`src/rtl/pmic_wake_pkg.sv`:
```
package pmic_wake_pkg;
   localparam int DATA_W        = 32;
   localparam int ADDR_W        = 2;
   localparam int MAX_WAKE      = 4;

   localparam logic [ADDR_W-1:0] ADDR_CTRL = 2'd0;
   localparam logic [ADDR_W-1:0] ADDR_STAT = 2'd1;
   localparam logic [ADDR_W-1:0] ADDR_IEN  = 2'd2;

   localparam int CTRL_EN_LSB   = 0;
   localparam int CTRL_POL_LSB  = 4;
   localparam int CTRL_ARM_BIT  = 16;
   localparam int STAT_FLAG_BIT = 7;
   localparam int IEN_BIT       = 4;

   typedef enum logic {
      PWR_ON  = 1'b0,
      PWR_OFF = 1'b1
   } pwr_state_e;
endpackage

```
`src/rtl/pmic_wake_sync.sv`:
```
module pmic_wake_sync #(
   parameter int NUM_WAKE    = 4,
   parameter int SYNC_STAGES = 2
) (
   input  logic                clk,
   input  logic                rst_n,
   input  logic [NUM_WAKE-1:0] pin_i,
   input  logic [NUM_WAKE-1:0] en_i,
   input  logic [NUM_WAKE-1:0] pol_i,
   output logic                hit_o
);
   logic [NUM_WAKE-1:0] active;

   if (SYNC_STAGES < 2) begin : g_bad_stages
      $error("pmic_wake_sync: SYNC_STAGES must be at least 2");
   end

   for (genvar p = 0; p < NUM_WAKE; p++) begin : g_pin
      logic [SYNC_STAGES-1:0] shift_q;

      always_ff @(posedge clk or negedge rst_n) begin
         if (!rst_n) begin
            shift_q <= '0;
         end else begin
            shift_q <= {shift_q[SYNC_STAGES-2:0], pin_i[p]};
         end
      end

      // polarity bit 1 means the pin is active when low
      assign active[p] = en_i[p] & (shift_q[SYNC_STAGES-1] ^ pol_i[p]);
   end

   assign hit_o = |active;
endmodule

```
`src/rtl/pmic_pwr_fsm.sv`:
```
module pmic_pwr_fsm
   import pmic_wake_pkg::*;
(
   input  logic clk,
   input  logic rst_n,
   input  logic arm_i,
   input  logic alarm_i,
   input  logic wake_hit_i,
   output logic pwr_en_o
);
   pwr_state_e state_q, state_d;

   always_comb begin
      state_d = state_q;
      if (!arm_i) begin
         state_d = PWR_ON;
      end else begin
         unique case (state_q)
            PWR_ON:  if (alarm_i)    state_d = PWR_OFF;
            PWR_OFF: if (wake_hit_i) state_d = PWR_ON;
            default: state_d = PWR_ON;
         endcase
      end
   end

   always_ff @(posedge clk or negedge rst_n) begin
      if (!rst_n) begin
         state_q <= PWR_ON;
      end else begin
         state_q <= state_d;
      end
   end

   // disarming forces power on without waiting for the state register
   assign pwr_en_o = (state_q == PWR_ON) | ~arm_i;
endmodule

```
`src/rtl/pmic_alarm_status.sv`:
```
module pmic_alarm_status (
   input  logic clk,
   input  logic rst_n,
   input  logic alarm_i,
   input  logic clr_i,
   input  logic ien_i,
   output logic flag_o,
   output logic irq_o
);
   logic flag_q;

   always_ff @(posedge clk or negedge rst_n) begin
      if (!rst_n) begin
         flag_q <= 1'b0;
      end else if (alarm_i) begin
         flag_q <= 1'b1;
      end else if (clr_i) begin
         flag_q <= 1'b0;
      end
   end

   assign flag_o = flag_q;
   assign irq_o  = flag_q & ien_i;
endmodule

```
`src/rtl/pmic_wake_ctrl.sv`:
```
module pmic_wake_ctrl
   import pmic_wake_pkg::*;
#(
   parameter int NUM_WAKE    = 4,
   parameter int SYNC_STAGES = 2
) (
   input  logic                clk,
   input  logic                rst_n,
   input  logic                alarm2_evt_i,
   input  logic [NUM_WAKE-1:0] wake_pin_i,
   input  logic                reg_wr_i,
   input  logic [ADDR_W-1:0]   reg_addr_i,
   input  logic [DATA_W-1:0]   reg_wdata_i,
   output logic [DATA_W-1:0]   reg_rdata_o,
   output logic                pwr_en_o,
   output logic                alarm2_irq_o
);
   localparam logic [DATA_W-1:0] WAKE_MASK = DATA_W'((1 << NUM_WAKE) - 1);
   localparam logic [DATA_W-1:0] USED_MASK =
      (DATA_W'(1) << CTRL_ARM_BIT) | (WAKE_MASK << CTRL_POL_LSB) |
      (WAKE_MASK << CTRL_EN_LSB)   | (DATA_W'(1) << STAT_FLAG_BIT) |
      (DATA_W'(1) << IEN_BIT);

   if (NUM_WAKE < 1 || NUM_WAKE > MAX_WAKE) begin : g_bad_wake
      $error("pmic_wake_ctrl: NUM_WAKE must be 1..4");
   end

   logic                arm_q;
   logic [NUM_WAKE-1:0] wake_en_q;
   logic [NUM_WAKE-1:0] wake_pol_q;
   logic                ien_q;
   logic                wake_hit;
   logic                alarm_flag;
   logic                stat_clr;
   logic                wr_ctrl, wr_ien;
   logic                unused_wdata;

   assign wr_ctrl  = reg_wr_i && (reg_addr_i == ADDR_CTRL);
   assign wr_ien   = reg_wr_i && (reg_addr_i == ADDR_IEN);
   assign stat_clr = reg_wr_i && (reg_addr_i == ADDR_STAT) && reg_wdata_i[STAT_FLAG_BIT];
   assign unused_wdata = ^(reg_wdata_i & ~USED_MASK);

   always_ff @(posedge clk or negedge rst_n) begin
      if (!rst_n) begin
         arm_q      <= 1'b0;
         wake_en_q  <= '0;
         wake_pol_q <= '1;
      end else if (wr_ctrl) begin
         arm_q      <= reg_wdata_i[CTRL_ARM_BIT];
         wake_en_q  <= reg_wdata_i[CTRL_EN_LSB +: NUM_WAKE];
         wake_pol_q <= reg_wdata_i[CTRL_POL_LSB +: NUM_WAKE];
      end
   end

   always_ff @(posedge clk or negedge rst_n) begin
      if (!rst_n) begin
         ien_q <= 1'b0;
      end else if (wr_ien) begin
         ien_q <= reg_wdata_i[IEN_BIT];
      end
   end

   pmic_wake_sync #(
      .NUM_WAKE    (NUM_WAKE),
      .SYNC_STAGES (SYNC_STAGES)
   ) u_sync (
      .clk   (clk),
      .rst_n (rst_n),
      .pin_i (wake_pin_i),
      .en_i  (wake_en_q),
      .pol_i (wake_pol_q),
      .hit_o (wake_hit)
   );

   pmic_pwr_fsm u_fsm (
      .clk        (clk),
      .rst_n      (rst_n),
      .arm_i      (arm_q),
      .alarm_i    (alarm2_evt_i),
      .wake_hit_i (wake_hit),
      .pwr_en_o   (pwr_en_o)
   );

   pmic_alarm_status u_stat (
      .clk     (clk),
      .rst_n   (rst_n),
      .alarm_i (alarm2_evt_i),
      .clr_i   (stat_clr),
      .ien_i   (ien_q),
      .flag_o  (alarm_flag),
      .irq_o   (alarm2_irq_o)
   );

   always_comb begin
      reg_rdata_o = '0;
      unique case (reg_addr_i)
         ADDR_CTRL: begin
            reg_rdata_o[CTRL_ARM_BIT] = arm_q;
            for (int i = 0; i < NUM_WAKE; i++) begin
               reg_rdata_o[CTRL_EN_LSB + i]  = wake_en_q[i];
               reg_rdata_o[CTRL_POL_LSB + i] = wake_pol_q[i];
            end
         end
         ADDR_STAT: reg_rdata_o[STAT_FLAG_BIT] = alarm_flag;
         ADDR_IEN:  reg_rdata_o[IEN_BIT]       = ien_q;
         default:   reg_rdata_o = '0;
      endcase
   end
endmodule

```
`config.mk`:
```
export PLATFORM = sky130hd
export DESIGN_NAME = pmic_wake_ctrl
export DESIGN_NICKNAME = d
export VERILOG_FILES = /design/src/rtl/pmic_wake_pkg.sv /design/src/rtl/pmic_wake_sync.sv /design/src/rtl/pmic_pwr_fsm.sv /design/src/rtl/pmic_alarm_status.sv /design/src/rtl/pmic_wake_ctrl.sv
export SDC_FILE = /design/constraint.sdc
export NUM_CORES = 1
export LEC_CHECK = 0
export BUFFER_PORTS_ARGS = -buffer_cell sky130_fd_sc_hd__buf_2
export CAP_MARGIN = 20
export CORE_MARGIN = 2
export CORE_UTILIZATION = 42
export CTS_CLUSTER_SIZE = 24
export DETAILED_ROUTE_END_ITERATION = 7
export PLACE_DENSITY = 0.83
export SYNTH_ARGS = -nofsm -noshare
export SYNTH_HDL_FRONTEND = slang
export SYNTH_SLANG_ARGS = --single-unit
```
`constraint.sdc`:
```
create_clock -name clk -period 3.3 [get_ports clk]
set_input_delay 0.33 -clock clk [delete_from_list [all_inputs] [get_ports clk]]
set_output_delay 0.33 -clock clk [all_outputs]
set_load 0.01 [all_outputs]
```
* Word level (Yosys, flattened, before mapping)
Cells that the tools add are included.
** Cells by class
- Muxes and demuxes :: 11
- Eq/ne operators :: 2
- Bitwise gates (word level) :: 12
- Reduce and logical (&&, ||, !) cells :: 7
** Operators with widths (number)
- $mux W1 :: 6
- $pmux W1 S2 :: 3
- $and A1 B1 Y1 :: 5
- $logic_and A1 B1 Y1 :: 4
- $mux W4 :: 1
- $reduce_or A4 Y1 :: 1
- $xor A1 B1 Y1 :: 4
- $eq A2 B1 Y1 const B :: 1
- $eq A2 B2 Y1 const B :: 1
- $logic_not A2 Y1 :: 1
- $mux W2 :: 1
- $not A1 Y1 :: 2
- $reduce_bool A2 Y1 :: 1
- $or A1 B1 Y1 :: 1
** Storage, ports and cells
- Output and inout port bits :: 34
- Input port bits :: 42
- Register bits :: 20
- Word-level logic and storage cells :: 42

* Logic depth before layout (Yosys ltp)
- Word-level depth :: 6
- Depth in mapped cells :: 4
- Gate-level depth less buffers :: 3

* By module
A second synthesis with hierarchy kept.
** Unflattened totals
- Cell total of the unflattened synthesis :: 84
- Area total of the unflattened synthesis :: 1052.3 sq um
** By module, submodules not included
- pmic_wake_ctrl :: seq. area each 255.2 sq um, times used 1, area an instance 695.7 sq um, cells each 60
- pmic_wake_sync :: seq. area each 200.2 sq um, times used 1, area an instance 254.0 sq um, cells each 15
- pmic_pwr_fsm :: seq. area each 25.0 sq um, times used 1, area an instance 60.1 sq um, cells each 5
- pmic_alarm_status :: seq. area each 25.0 sq um, times used 1, area an instance 42.5 sq um, cells each 4

* Least setup slack after synthesis
No wires, ideal clock.
- Path type :: input-to-reg
- Start point :: input port reg_addr_i[0]
- End point :: register arm_q
- Setup time :: 125 ps
- Buffers on the path :: 1
- Cell stages on the path :: 4
- Arrival :: 1090 ps
- Setup slack :: 2085 ps
- Data required time :: 3175 ps
- Cells stage by stage :: nor2_2 -> and2_4 -> buf_6 -> mux2_4
** Between the ends
- Word-level cells in the longest chain between the ends :: 2
** RTL lines
- start, declared :: RTL line pmic_wake_ctrl.sv:12 : input logic [ADDR_W-1:0] reg_addr_i,
- $logic_not A2 Y1 :: RTL line pmic_wake_ctrl.sv:38 : assign wr_ctrl = reg_wr_i && (reg_addr_i == ADDR_CTRL);
- $logic_and A1 B1 Y1 :: RTL line pmic_wake_ctrl.sv:38
- end signal, assigned :: RTL line pmic_wake_ctrl.sv:49 : arm_q <= reg_wdata_i[CTRL_ARM_BIT];
- end, declared :: RTL line pmic_wake_ctrl.sv:28 : logic arm_q;
Every way passes these cells.
A chain may end at the register's enable or synchronous reset.

* Worst setup path after layout
- Start point :: register wake_pol_q[0]
- End point :: output port reg_rdata_o[4]
** Between the ends
- Word-level cells in the longest chain between the ends :: 1
** RTL lines
- start, declared :: RTL line pmic_wake_ctrl.sv:30 : logic [NUM_WAKE-1:0] wake_pol_q;
- start signal, assigned :: RTL line pmic_wake_ctrl.sv:51 : wake_pol_q <= reg_wdata_i[CTRL_POL_LSB +: NUM_WAKE];
- $pmux W1 S2 :: RTL line pmic_wake_ctrl.sv:96 : unique case (reg_addr_i)
- end, declared :: RTL line pmic_wake_ctrl.sv:14 : output logic [DATA_W-1:0] reg_rdata_o,
Every way passes these cells.

==> metrics <==
cell count after placement 137; Req. time, crit path 2.97 ns; RePlAce Congestion 0.655; Skew-Pair Late Insertion Delay 0.30 ns; RSZ-0062 raised after global routing no; Final min period 1.47 ns; pre-CTS setup slack 1.77 ns; cts repair resizes 0; final setup margin 1.83 ns; CTS H-tree depth 1; hold buffer count at CTS 1; fin cells 142; largest net degree at the start of global routing 21; DIE WIDTH 53.5 um; Setup crit end kind output port; WL met2 653 um; TritonRoute pass-1 iters 4; Layout area overhead 13.7%; Num CTS Buffers 3; die area 2860 um^2; Die Span Y 53.5 um; Hold Path Class in -> reg; clock sinks 20; setup violators final 0; I/O Buffers 29; io pins 76; via count of the first global-routing pass 552; remaining global-route overflow 0; vias per inst 4.25; drt wl/cell 10.9 um; synth top area cells dfrtp_1 39%, buf_4 17%, mux2_4 13%; M1 WL 690 um; first-pass GRT wire length 2550 um; EDFF count, synth 0; CP cell instances mux2i_1 > nor2_1 > buf_2; highest net fanout along the worst path 3; met3 routed wirelength 154 um; post-synth cell types 20; final WL 1540 um; post-synthesis async set-or-reset flop share 100%; Max Slew Vio Count 0; Final Skew 0.00821 ns; Core Area 2250 um^2; Max IR drop VDD 0.396 mV; Max Fclk 679 MHz; cell area after synthesis 1030 um^2; initial antenna violation count 0; Fin. Hold Viols 0; Critical Path AT 1.14 ns; Synth Warn # 0; DRC 0; Final period util 44.6%; Post-CTS Setup Bufs 0; leakage power 0.610 nW; critical path launch point type flip-flop; Gate Count Post-Synth 82; Yosys reg bits 20; max cap viols 0; Starting Density 45.7%; Main synth FF type dfrtp_1; num rows 17; routed vias 604; Fin Setup TNS 0 ns; area leader, netlist dfrtp_1; clk buf depth 2; CTS clk-pin slew, worst paths 0.11 ns; status completed; TritonCTS clock tree yes; post-synth top area share 38.9%; Root Driver clkbuf_4; Util after Layout 51.9%; hold path start wake_pin_i[3]; RR Startpoint wake_pol_q[3]$_DFFE_PN1P_; most common cell in the netlist buf_4; Routed Antenna Nets 0; Worst path max stage delay 0.57 ns; mean area per synthesized cell 12.6 um^2; Design Power 0.624 mW; slowest stage cell, crit path dfstp_2; Total GRT Usage 12.7%; # diodes 0; top routing layer in use met4; Worst Setup Path Type reg -> out; Nets 157; sequential share of the synthesized area 49.1%; synth cell count leaders 23 x buf_4, 16 x dfrtp_1, 9 x mux2_4, 6 x and2_1; crit path from wake_pol_q[0]$_DFFE_PN1P_; share of cells above drive strength 1 44.7%; PD cells 533 nW/um^2; Detailed Route Iter0 Violations 5
## cell families (layout without fill, tap and decap cells)
family	after synthesis	count (layout)	synth area share, %
AO/OA/AOI/OAI	4	4	3.16
XOR/XNOR	4	4	3.40
buffers and inverters	24	34	17.9
flip-flops	20	20	49.1
multiplexers	12	12	16.2
other	1	23	0.364
AND/OR/NAND/NOR	17	17	9.96
## layout make-up
class / instances / area, um^2
clock buffer: 3 / 22.5
clock inverter: 1 / 30.0
fill: 210 / 1080
multi-input combinational: 60 / 423
sequential: 20 / 505
tap: 28 / 35.0
timing repair buffer: 30 / 155
## state kept, by name, indices dropped and copies added (netlist names)
| register | flops |
|---|---|
| ien_q | 1 |
| wake_pol_q | 4 |
| u_fsm.state_q | 1 |
| u_stat.flag_o | 1 |
| u_sync.g_pin.shift_q | 8 |
| wake_en_q | 4 |
| arm_q | 1 |
## worst max-delay path, delay by kind of cell (launching register included)
| family | cells | cell delay [ns] |
|---|---|---|
| buffers and inverters | 1 | 0.13 |
| flip-flops | 1 | 0.57 |
| multiplexers | 1 | 0.07 |
| AND/OR/NAND/NOR | 1 | 0.07 |
## where the power goes
group	total [mW]	internal, mW	switching, mW
registers	0.306	0.283	0.0228
clock network	0.197	0.123	0.0739
logic	0.121	0.0680	0.0529
total	0.624	0.474	0.150
## per-layer routing
metal | vias to the layer above | track usage [%]
met4 | 0 | 8.97
met5 | - | 0
li1 | 287 | -
met2 | 44 | 17.9
met1 | 268 | 17.7
met3 | 5 | 1.69
## cells in the final DEF, fill, tap and decap left out
| cell | count |
|---|---|
| a22o_1 | 2 |
| and2_2 | 2 |
| conb_1 | 23 |
| nand2_1 | 2 |
| nor2_2 | 1 |
| clkbuf_4 | 3 |
| and2_4 | 1 |
| dfstp_2 | 4 |
| buf_2 | 29 |
| mux2_2 | 1 |
| xor2_1 | 4 |
| o31ai_1 | 1 |
| dfrtp_1 | 16 |
| a21o_1 | 1 |
| dlygate4sd3_1 | 1 |
| and2_1 | 6 |
| mux2i_1 | 2 |
| nand4b_1 | 1 |
| nand3b_1 | 1 |
| mux2_4 | 9 |
| bufinv_16 | 1 |
| nor2_1 | 3 |
## per-stage QoR
stage / area (um^2) / hold slack, ns
6_report: 1170 / 0.122
5_1_grt: 1170 / 0.110
4_1_cts: 1170 / 0.110
2_1_floorplan: 1110 / 0.0344
3_5_place_dp: 1110 / 0.294
3_3_place_gp: 1110 / 0.281
## final timing paths
check                                                  endpoint  slack [ns]  cells after the start
max in group asynchronous             wake_pol_q[1]$_DFFE_PN1P_        2.46                      2
hold reg to reg            u_sync.g_pin[3].shift_q[1]$_DFF_PN0_        0.36                      0
setup / recovery                                 reg_rdata_o[4]        1.83                      3
setup reg to reg                        u_fsm.state_q$_DFF_PN0_        2.13                      3
hold / removal             u_sync.g_pin[3].shift_q[0]$_DFF_PN0_        0.12                      1
min in group asynchronous              wake_en_q[2]$_DFFE_PN0P_        0.49                      2
(Power assumes the default switching activity.)
